--- config.mk ---
export PLATFORM = sky130hd
export DESIGN_NAME = pmax_unit
export DESIGN_NICKNAME = d
export VERILOG_FILES = /design/src/rtl/pmax_pkg.sv /design/src/rtl/pmax_lane.sv /design/src/rtl/pmax_sticky.sv /design/src/rtl/pmax_unit.sv
export SDC_FILE = /design/constraint.sdc
export NUM_CORES = 1
export LEC_CHECK = 0
export ABC_AREA = 0
export BUFFER_PORTS_ARGS = -buffer_cell sky130_fd_sc_hd__buf_2
export CAP_MARGIN = 20
export CORE_UTILIZATION = 52
export DETAILED_ROUTE_END_ITERATION = 10
export PLACE_DENSITY = 0.82
export SYNTH_ARGS = -nofsm -noshare
export SYNTH_HDL_FRONTEND = slang
export SYNTH_SLANG_ARGS = --single-unit
export TNS_END_PERCENT = 10
--- constraint.sdc ---
create_clock -name clk -period 0.9 [get_ports clk]
set_input_delay 0.045 -clock clk [delete_from_list [all_inputs] [get_ports clk]]
set_output_delay 0.045 -clock clk [all_outputs]
set_load 0.005 [all_outputs]
--- src/rtl/pmax_pkg.sv ---
package pmax_pkg;
    parameter int unsigned EXP_W  = 8;
    parameter int unsigned MAN_W  = 23;
    parameter int unsigned WORD_W = 1 + EXP_W + MAN_W;

    typedef struct packed {
        logic             sgn;
        logic [EXP_W-1:0] ex;
        logic [MAN_W-1:0] man;
    } fp_t;

    typedef enum logic {
        ST_IDLE = 1'b0,
        ST_EMIT = 1'b1
    } ctl_state_e;
endpackage

--- src/rtl/pmax_lane.sv ---
module pmax_lane
    import pmax_pkg::*;
(
    input  fp_t  a,
    input  fp_t  b,
    output fp_t  y,
    output logic nan_any,
    output logic den_any
);
    logic a_nan, b_nan, a_den, b_den, a_zero, b_zero;
    logic mag_gt, mag_lt, a_gt;

    always_comb begin
        a_nan  = (&a.ex) && (|a.man);
        b_nan  = (&b.ex) && (|b.man);
        a_den  = (a.ex == '0) && (|a.man);
        b_den  = (b.ex == '0) && (|b.man);
        a_zero = ({a.ex, a.man} == '0);
        b_zero = ({b.ex, b.man} == '0);
        mag_gt = {a.ex, a.man} > {b.ex, b.man};
        mag_lt = {a.ex, a.man} < {b.ex, b.man};

        if (a_nan || b_nan || (a_zero && b_zero))
            a_gt = 1'b0;
        else if (a.sgn != b.sgn)
            a_gt = !a.sgn;
        else if (!a.sgn)
            a_gt = mag_gt;
        else
            a_gt = mag_lt;

        y       = a_gt ? a : b;
        nan_any = a_nan || b_nan;
        den_any = a_den || b_den;
    end
endmodule

--- src/rtl/pmax_sticky.sv ---
module pmax_sticky #(
    parameter int unsigned NBITS = 2
) (
    input  logic             clk,
    input  logic             rst_n,
    input  logic             clr,
    input  logic             set_en,
    input  logic [NBITS-1:0] set_val,
    output logic [NBITS-1:0] q
);
    always_ff @(posedge clk or negedge rst_n) begin
        if (!rst_n)
            q <= '0;
        else
            q <= (q & ~{NBITS{clr}}) | (set_val & {NBITS{set_en}});
    end
endmodule

--- src/rtl/pmax_unit.sv ---
module pmax_unit
    import pmax_pkg::*;
#(
    parameter int unsigned LANES = 4,
    localparam int unsigned BUS_W = LANES * WORD_W
) (
    input  logic             clk,
    input  logic             rst_n,
    input  logic             in_vld,
    input  logic [BUS_W-1:0] opa,
    input  logic [BUS_W-1:0] opb,
    input  logic             flag_clr,
    output logic             res_vld,
    output logic [BUS_W-1:0] res,
    output logic             flag_inv,
    output logic             flag_den
);
    ctl_state_e        st_q, st_d;
    logic [BUS_W-1:0]  lane_y;
    logic [LANES-1:0]  lane_nan, lane_den;
    logic [BUS_W-1:0]  res_q;
    logic [1:0]        flg_q;

    for (genvar k = 0; k < LANES; k++) begin : g_lane
        fp_t y_k;
        pmax_lane u_lane (
            .a       (fp_t'(opa[k*WORD_W +: WORD_W])),
            .b       (fp_t'(opb[k*WORD_W +: WORD_W])),
            .y       (y_k),
            .nan_any (lane_nan[k]),
            .den_any (lane_den[k])
        );
        assign lane_y[k*WORD_W +: WORD_W] = y_k;
    end

    // state register
    always_ff @(posedge clk or negedge rst_n) begin
        if (!rst_n) st_q <= ST_IDLE;
        else        st_q <= st_d;
    end

    // transitions: go / rest
    always_comb begin
        st_d = st_q;
        unique case (st_q)
            ST_IDLE: st_d = in_vld ? ST_EMIT : ST_IDLE;
            ST_EMIT: st_d = in_vld ? ST_EMIT : ST_IDLE;
            default: st_d = ST_IDLE;
        endcase
    end

    always_ff @(posedge clk or negedge rst_n) begin
        if (!rst_n)      res_q <= '0;
        else if (in_vld) res_q <= lane_y;
    end

    pmax_sticky #(.NBITS(2)) u_flags (
        .clk     (clk),
        .rst_n   (rst_n),
        .clr     (flag_clr),
        .set_en  (in_vld),
        .set_val ({|lane_den, |lane_nan}),
        .q       (flg_q)
    );

    // outputs
    always_comb begin
        res_vld  = (st_q == ST_EMIT);
        res      = res_q;
        flag_inv = flg_q[0];
        flag_den = flg_q[1];
    end
endmodule

==> flow_metrics.tcl, run 1 <==
set metrics [dict create \
    failing_step "5_1_grt" \
    postSynthAreaPerCell_sq_um 7.974 \
    numCtsBuffers 17 \
    ys_async_sr_fraction 1.000 \
    die_height_um 150.9 \
    first_global_vias 19980 \
    placement_rows 54 \
    yosysUniqueCellTypes 41 \
    cts_root_buffer "clkbuf_16" \
    post-synth-top-area-fraction 0.2843 \
    yosysTopAreaCell "dfrtp_1" \
    placed_instance_area_sq_mm 0.01725 \
    maximum_number_of_pins_on_one_net_before_global_route_repair 50 \
    ios 391 \
    gpl.final_weighted_congestion 0.9555 \
    ys_seq_area_frac 0.2843 \
    grt_pass1_wl_um 115400 \
    syn_nets 1830 \
    track_usage 0.6760 \
    ys.warnings.count 0 \
    post_synth_edffs 0 \
    cts.sink_count 131 \
    run.stop_error "[ERROR GRT-0116] Global routing finished with congestion. Check the congestion regions in the DRC Viewer." \
    htreeDepth 4 \
    netlist_top_cells_area "dfrtp_1, ha_1, a2bb2oi_1, o2111ai_1, or3_1" \
    portBuffers 390 \
    run_status "did not finish" \
    syn_inst 1446 \
    combined_area_of_all_synthesized_cells_sq_mm 0.01153 \
    ys.flop_type "dfrtp_1" \
    clock_tree.buffer_depth 2 \
    place_hpwl_um 36300 \
    postSynthRegisterBits 131 \
    global_route.overflow_total 11 \
    effective_utilization_at_floorplan 0.5300 \
    chipWidth_um 150.9 \
]
[cell families after synthesis]
logic type                 after synthesis  share of synthesized area
and+or+nand+nor                        546                     0.2453
AOI/OAI and AO/OA                      402                     0.2538
buffers and inverters                  243                    0.08203
DFF                                    131                     0.2843
adders and majority gates              124                     0.1345
[Yosys cell counts (all sizes together) (4+ instances only)]
cell type  number
nand3         110
a211oi          7
or3            93
nand4b          4
o21ai          62
o2111ai        90
nor3           24
nand3b          4
a221oi          9
ha            124
nand4          51
o211ai          9
nand2         132
inv           139
a31oi          31
clkbuf         74
a2bb2oi        90
and4            4
buf            30
or2            10
a21oi          82
nor2           53
o311ai          4
nor4           61
dfrtp         131
[repair_timing]
| item | 4_1_cts |
|---|---|
| setup buffers | 31 |
| gates resized for setup | 231 |
| pin swaps | 132 |
| endpoints found under the hold margin | 179 |
| hold buffers | 55 |
| cloned | 15 |
| setup endpoints to repair | 261 |
[per-stage QoR]
| stage | std cells | setup TNS, ns | hold slack, ns | setup slack (ns) | utilization |
|---|---|---|---|---|---|
| detailed placement | 2380 | -184.75 | -0.07298 | -1.641 | 0.7928 |
| global placement | 2379 | -184.54 | -0.07689 | -1.726 | 0.7916 |
| floorplan | 1446 | -123.39 | -0.2506 | -0.9960 | - |
| CTS | 2512 | -131.98 | 0.0008333 | -1.007 | 0.9272 |
[per-layer routing]
layer  GRT overflow  global-route usage
met1              0              0.6826
met5              0             0.08182
met4              5              0.6525
met2              6              0.9067
met3              0              0.4554
==> run 2: changes to the inputs <==
--- a/config.mk
+++ b/config.mk
@@ -8,9 +8,9 @@
 export ABC_AREA = 0
 export BUFFER_PORTS_ARGS = -buffer_cell sky130_fd_sc_hd__buf_2
 export CAP_MARGIN = 20
-export CORE_UTILIZATION = 52
+export CORE_UTILIZATION = 40
 export DETAILED_ROUTE_END_ITERATION = 10
-export PLACE_DENSITY = 0.82
+export PLACE_DENSITY_LB_ADDON = 0.15
 export SYNTH_ARGS = -nofsm -noshare
 export SYNTH_HDL_FRONTEND = slang
 export SYNTH_SLANG_ARGS = --single-unit
==> run 2 against run 1 <==
The flow now finishes, with violations (negative hold slack, negative setup slack). Synthesized area stayed put. Synthesized cell count unchanged.
==> flow_metrics.tcl, run 2 <==
set metrics [dict create \
    holdWs_ns -0.01089 \
    routed-via-count 16250 \
    route.antenna.remaining_nets 0 \
    tritoncts "done" \
    effective_utilization_at_floorplan 0.4105 \
    global_route.usage.met2 0.5731 \
    gpl.final_weighted_congestion 0.9315 \
    post-route-period-util 2.292 \
    die_area_sq_mm 0.02951 \
    track_usage 0.3448 \
    ys_seq_area_frac 0.2843 \
    place_hpwl_um 35870 \
    min_to "res[74]" \
    switchingPower_mw 8.946 \
    switching_share 0.3496 \
    worstMarginPinSlew_ns 0.6454 \
    setup_viols_final 261 \
    grt_pass1_wl_um 80530 \
    worst_r2r_path_depth 2 \
    maxSlewViolCount 0 \
    hp-start "opb[74]" \
    violations "negative hold slack, negative setup slack" \
    routed_wire_length_per_instance_um 21.36 \
    setup_clock_skew_after_layout_ns 0 \
    n_fill_cell 1906 \
    antenna_found_initial 5 \
    slew_headroom 0.5657 \
    ys.flop_type "dfrtp_1" \
    finish.net_count 2652 \
    grt_setup_unrepaired "yes" \
    critPathArrivalTime_ns 2.42 \
    most_frequent_standard_cell_in_the_layout_excluding_fill_and_tap_cells "buf_4" \
    syn_inst 1446 \
    power.clock.fraction 0.310 \
    layout-area-overhead-vs-synth_pct 87.15 \
    die_height_um 171.8 \
    final_layout_size_suffix_gt1_frac 0.5173 \
    worstReg2RegStart "res[1]" \
    layout_min_cycle_time_ns 2.063 \
    yosysMostFrequentCell "inv_1" \
    post-synth-top-area-fraction 0.2843 \
    run_status "finished, violations left" \
    final_core_util 0.7684 \
    core_area_sq_mm 0.02809 \
    netlist_top_cells_area "dfrtp_1, ha_1, a2bb2oi_1, o2111ai_1, or3_1" \
    timing.reg2reg.setup_slack_ns -0.11 \
    flip_flop_count_of_the_largest_register_after_layout 128 \
    cts.clk_slew.worst_paths_ns 0.07 \
    setup.worst_path.start_class "input port" \
    ys_async_sr_fraction 1.000 \
    most_used_cells_in_the_layout_excluding_fill_and_tap_cells "buf_4, buf_2, dfrtp_1" \
    chipWidth_um 171.8 \
    yosysUniqueCellTypes 41 \
    postSynthAreaPerCell_sq_um 7.974 \
    setup.worst_path.start "opa[121]" \
    maximum_number_of_pins_on_one_net_before_global_route_repair 47 \
    hold_class "input port to flop" \
    grt_busiest_layer "met2" \
    seq_power_share 0.288 \
    numCtsBuffers 17 \
    max_freq_ghz 0.4847 \
    cts.sink_count 131 \
    groute.layer.met1.usage 0.4222 \
    post_synth_edffs 0 \
    clock_tree.buffer_depth 2 \
    p_per_area_mw_per_mm2 1186 \
    hold_viol 3 \
    cap_violations 0 \
    combinational_fraction_of_design_power 0.402 \
    power.ir.vdd_worst_mv 1.239 \
    remaining_drc_errors 0 \
    met3_track_demand_over_resource_in_global_routing 0.08030 \
    crit_required_ns 1.26 \
    ios 391 \
    first_global_vias 15580 \
    htreeDepth 4 \
    drt_first_iter_violations 1340 \
    combined_area_of_all_synthesized_cells_sq_mm 0.01153 \
    drtPass1Iterations 5 \
    syn_nets 1830 \
    global_route.overflow_total 0 \
    worst_r2r_endpoint "res[1]" \
    yosysTopAreaCell "dfrtp_1" \
    routed_wirelength_um 56860 \
    p_leak_nw 9.996 \
    postLayoutSetupSlackWorst_ns -1.163 \
    internal_power_mw 16.65 \
    postSynthRegisterBits 131 \
    final_cell_area_sq_mm 0.02158 \
    ys.warnings.count 0 \
    crit_type "input port to flop" \
    synth.cells.most_frequent "inv_1, nand2_1, dfrtp_1, ha_1, nand3_1" \
    placement_rows 61 \
    cts_root_buffer "clkbuf_16" \
    number_of_instances_on_the_worst_hold_path 4 \
    clock_latency_ns 0.45 \
    placed_instance_area_sq_mm 0.01766 \
    drt-vias-per-instance 6.105 \
    portBuffers 390 \
    timing.critical_path.to_type "flop" \
    worst-path-max-fanout 7 \
]
-- run 2: cell counts after synthesis --
No cell type changed its count.
-- run 2: logic make-up after synthesis --
| family | count (synthesis) | share of synthesized area |
|---|---|---|
| buffers and inverters | 243 | 0.08203 |
| adder cells (fa/ha/maj) | 124 | 0.1345 |
| AO/OA/AOI/OAI | 402 | 0.2538 |
| AND/OR/NAND/NOR | 546 | 0.2453 |
| flip-flops | 131 | 0.2843 |
-- run 2: repair_timing --
action,in CTS,in global routing
setup endpoints to repair,261,261
hold buffers,79,2
resized for setup,179,244
cloned,5,13
pin swaps,103,111
endpoints found under the hold margin,194,2
buffers inserted,9,17
-- run 2: worst max path at each step --
| stage | slack, ns | to |
|---|---|---|
| 2_1_floorplan | -1.0 | res[0] |
| 3_3_place_gp | -1.91 | res[101] |
| 3_5_place_dp | -1.66 | res[113] |
| 4_1_cts | -0.91 | res[2] |
| 5_1_grt | -1.52 | res[123] |
| 6_report | -1.16 | res[110] |
-- run 2: through the flow --
stage / power, mW / setup TNS [ns] / std cells / setup slack [ns]
2_1_floorplan: 10.83 / -123.39 / 1446 / -0.9960
3_3_place_gp: 15.17 / -191.92 / 2505 / -1.908
3_5_place_dp: 15.37 / -183.93 / 2506 / -1.659
4_1_cts: 24.23 / -121.63 / 2630 / -0.9085
5_1_grt: 26.76 / -163.69 / 2662 / -1.517
6_report: 25.59 / -136.38 / 2662 / -1.163
-- run 2: routing by layer --
metal	wire [um]	vias to the layer above
li1	-	7215
met1	21700	7774
met2	26860	983
met3	5284	275
met4	2993	4
met5	27	-
-- run 2: area by class of cell --
type	instances	area (sq um)	share of cell area
Tap cell	378	473.0	0.02192
Sequential cell	131	3278	0.1519
Inverter	139	566.8	0.02626
Clock buffer	17	425.4	0.01971
Antenna cell	3	7.507	0.0003479
Multi-Input combinational cell	1074	9537	0.4419
Timing Repair Buffer	905	7086	0.3283
Clock inverter	15	207.7	0.009624
-- run 2: power groups by stage --
| stage | sequential, mW | combinational (mW) | clock [mW] |
|---|---|---|---|
| 2_1_floorplan | 7.42 | 3.41 | 0 |
| 3_3_place_gp | 7.39 | 7.78 | 0 |
| 3_5_place_dp | 7.41 | 7.96 | 0 |
| 4_1_cts | 7.33 | 8.97 | 7.92 |
| 5_1_grt | 7.46 | 11.1 | 8.22 |
| 6_report | 7.38 | 10.3 | 7.94 |
-- run 2: critical path: stages --
cell and delay [ns]:
buf_2 0.12, ha_4 0.24, buf_4 0.14, a21oi_2 0.19, nand2_1 0.12, a221oi_2 0.35, buf_4 0.19, o211ai_1 0.13
o211ai_1 0.25, buf_4 0.20, buf_6 0.14, a31oi_1 0.09, a21oi_1 0.19
No activity file was read; power rests on OpenSTA's default activity.
==> run 3: changes to the inputs <==
==> constraint.sdc (replaced) <==
create_clock -name clk -period 1.9 [get_ports clk]
set_input_delay 0.095 -clock clk [delete_from_list [all_inputs] [get_ports clk]]
set_output_delay 0.095 -clock clk [all_outputs]
set_load 0.005 [all_outputs]
==> run 3 against run 2 <==
The run ends with negative setup slack left. Sequential power fell by 53%. Cell count fell by 4.8%. Global-route usage fell by 3.7 points. Combinational power fell by 60%. Largest power group unchanged. Count of clock-buffer cells in the layout rose by 1. Critical endpoint is now res[118]. Highest routed layer is now met4. First-iteration DRC count fell by 9.6%.
==> flow_metrics.tcl, run 3 (synthesized netlist as in run 2, its figures left out) <==
set metrics [dict create \
    setup_viols_final 31 \
    critPathMostFrequentCell "buf_4" \
    max_stage_delay_ns 0.26 \
    htreeDepth 4 \
    critical_path.top_delay_family "buffers and inverters" \
    path_cells "buf_2, inv_2, ha_4, nand4_1, buf_4, buf_4, buf_4, or2_2, o22a_1, o211ai_1, buf_4, clkbuf_16, a31oi_1, a21oi_1" \
    portBuffers 390 \
    slew_headroom 0.6136 \
    hold_class "input port to flop" \
    worst_r2r_path_depth 2 \
    maxSlewViolCount 0 \
    route.antenna.remaining_nets 0 \
    remaining_drc_errors 0 \
    crit_type "input port to flop" \
    global_route.overflow_total 0 \
    layout_min_cycle_time_ns 2.048 \
    crit_required_ns 2.26 \
    die_area_sq_mm 0.02951 \
    holdWs_ns 0.005366 \
    place_hpwl_um 35040 \
    cts.clk_slew.worst_paths_ns 0.07 \
    critPathArrivalTime_ns 2.41 \
    drtPass1Iterations 8 \
    chipWidth_um 171.8 \
    routed_wirelength_um 49850 \
    cts_root_buffer "clkbuf_16" \
    placement_rows 61 \
    layout-area-overhead-vs-synth_pct 65.54 \
    min_to "res[111]" \
    ios 391 \
    maximum_number_of_pins_on_one_net_before_global_route_repair 66 \
    final_layout_size_suffix_gt1_frac 0.4697 \
    instances_no_fill 2533 \
    n_fill_cell 2261 \
    cp_num_buf_inv 7 \
    dp.cells 2443 \
    grt_pass1_wl_um 72060 \
    hold_viol 0 \
    grt_setup_unrepaired "yes" \
    violations "negative setup slack" \
    tritoncts "done" \
    worstReg2RegStart "res[94]" \
    worst-path-max-fanout 4 \
    worstMarginPinSlew_ns 0.5797 \
    drt_first_iter_violations 1212 \
    postLayoutSetupSlackWorst_ns -0.1480 \
    routed-via-count 15090 \
    power.ir.vdd_worst_mv 0.5483 \
    timing.critical_path.to_type "flop" \
    effective_utilization_at_floorplan 0.4105 \
    cap_violations 0 \
    gpl.final_weighted_congestion 0.9174 \
    core_area_sq_mm 0.02809 \
    p_leak_nw 9.084 \
    track_usage 0.3074 \
    number_of_instances_on_the_worst_hold_path 3 \
    critical_path.slowest_cell "ha_4" \
    post-route-period-util 1.078 \
    drt-vias-per-instance 5.955 \
    routed_wire_length_per_instance_um 19.68 \
    die_height_um 171.8 \
    flip_flop_count_of_the_largest_register_after_layout 128 \
    setup.worst_path.start_class "input port" \
    clock_tree.buffer_depth 2 \
    timing.reg2reg.setup_slack_ns 0.83 \
    worst_r2r_endpoint "res[94]" \
    numCtsBuffers 17 \
    hp-start "opa[111]" \
    setup_clock_skew_after_layout_ns 0 \
    first_global_vias 14120 \
    cts.sink_count 131 \
    most_used_cells_in_the_layout_excluding_fill_and_tap_cells "buf_2, buf_4, dfrtp_1" \
    run_status "finished, violations left" \
    max_freq_ghz 0.4883 \
    clock_latency_ns 0.44 \
    antenna_found_initial 7 \
    most_frequent_standard_cell_in_the_layout_excluding_fill_and_tap_cells "buf_2" \
    p_per_area_mw_per_mm2 572.8 \
    finish.net_count 2519 \
]
-- run 3: changes by cell type in the layout (fill, tap and decap cells not counted), moves of 17 or more --
cell | before | now
buf_4 | 379 | 320
a21oi_2 | 30 | 12
buf_12 | 33 | 16
o21ai_0 | 11 | 36
buf_2 | 327 | 372
a21oi_1 | 43 | 61
dlygate4sd3_1 | 81 | 31
buf_6 | 67 | 22
-- run 3: stage by stage --
step,TNS (ns),utilization,setup WS [ns],area [sq um],power [mW]
floorplan,-5.864,-,-0.05383,12200,5.114
global placement,-82.61,0.6008,-1.008,16870,7.005
detailed placement,-72.18,0.6013,-0.7451,16890,7.092
CTS,-0.4649,0.6354,-0.05684,17850,10.46
global route,-5.538,0.6796,-0.2040,19090,11.50
finish,-1.824,0.6796,-0.1480,19090,10.93
-- run 3: how the worst max path moves through the flow --
stage / startpoint / end / depth (start not counted)
2_1_floorplan: opb[114] / res[100] / 10
3_3_place_gp: opb[97] / res[120] / 9
3_5_place_dp: opb[75] / res[89] / 10
4_1_cts: opb[97] / res[125] / 11
5_1_grt: opb[118] / res[118] / 13
6_report: opb[125] / res[118] / 14
-- run 3: area by class of cell --
type                    instances  area, sq um  area share
clock buffers                  18        439.2     0.02301
well taps                     378        473.0     0.02478
inverters                     139        541.8     0.02838
diodes                          7        17.52   0.0009177
multi-input cells            1073         8836      0.4629
repair buffers                773         5383      0.2820
clock inverters                14        120.1    0.006293
flip-flops and latches        131         3278      0.1717
-- run 3: repair_timing --
| action | 4_1_cts | 5_1_grt |
|---|---|---|
| endpoints found under the setup margin | 123 | 124 |
| hold buffers | 31 | 0 |
| pin swaps | 3 | 93 |
| resized for setup | 23 | 192 |
| endpoints found under the hold margin | 70 | 0 |
| buffers inserted | 0 | 9 |
| gates cloned | 0 | 11 |
-- run 3: report_power, final --
group	leakage [nW]	switching, mW	internal (mW)
registers	1.58	0.281	3.21
clock network	0.262	1.56	1.74
logic	7.24	2.11	2.03
-- run 3: per-layer routing --
metal | GRT usage | up-vias | wire [um]
li1 | - | 6955 | -
met1 | 0.4034 | 7200 | 20810
met2 | 0.5017 | 774 | 23270
met3 | 0.05430 | 156 | 3976
met4 | 0.1154 | 0 | 1800
met5 | 0 | - | 0
-- run 3: worst reg2reg max path: stages (launching register included) --
cell and delay, ns:
dfrtp_1 0.42, o2bb2ai_1 0.15, or3_1 0.38
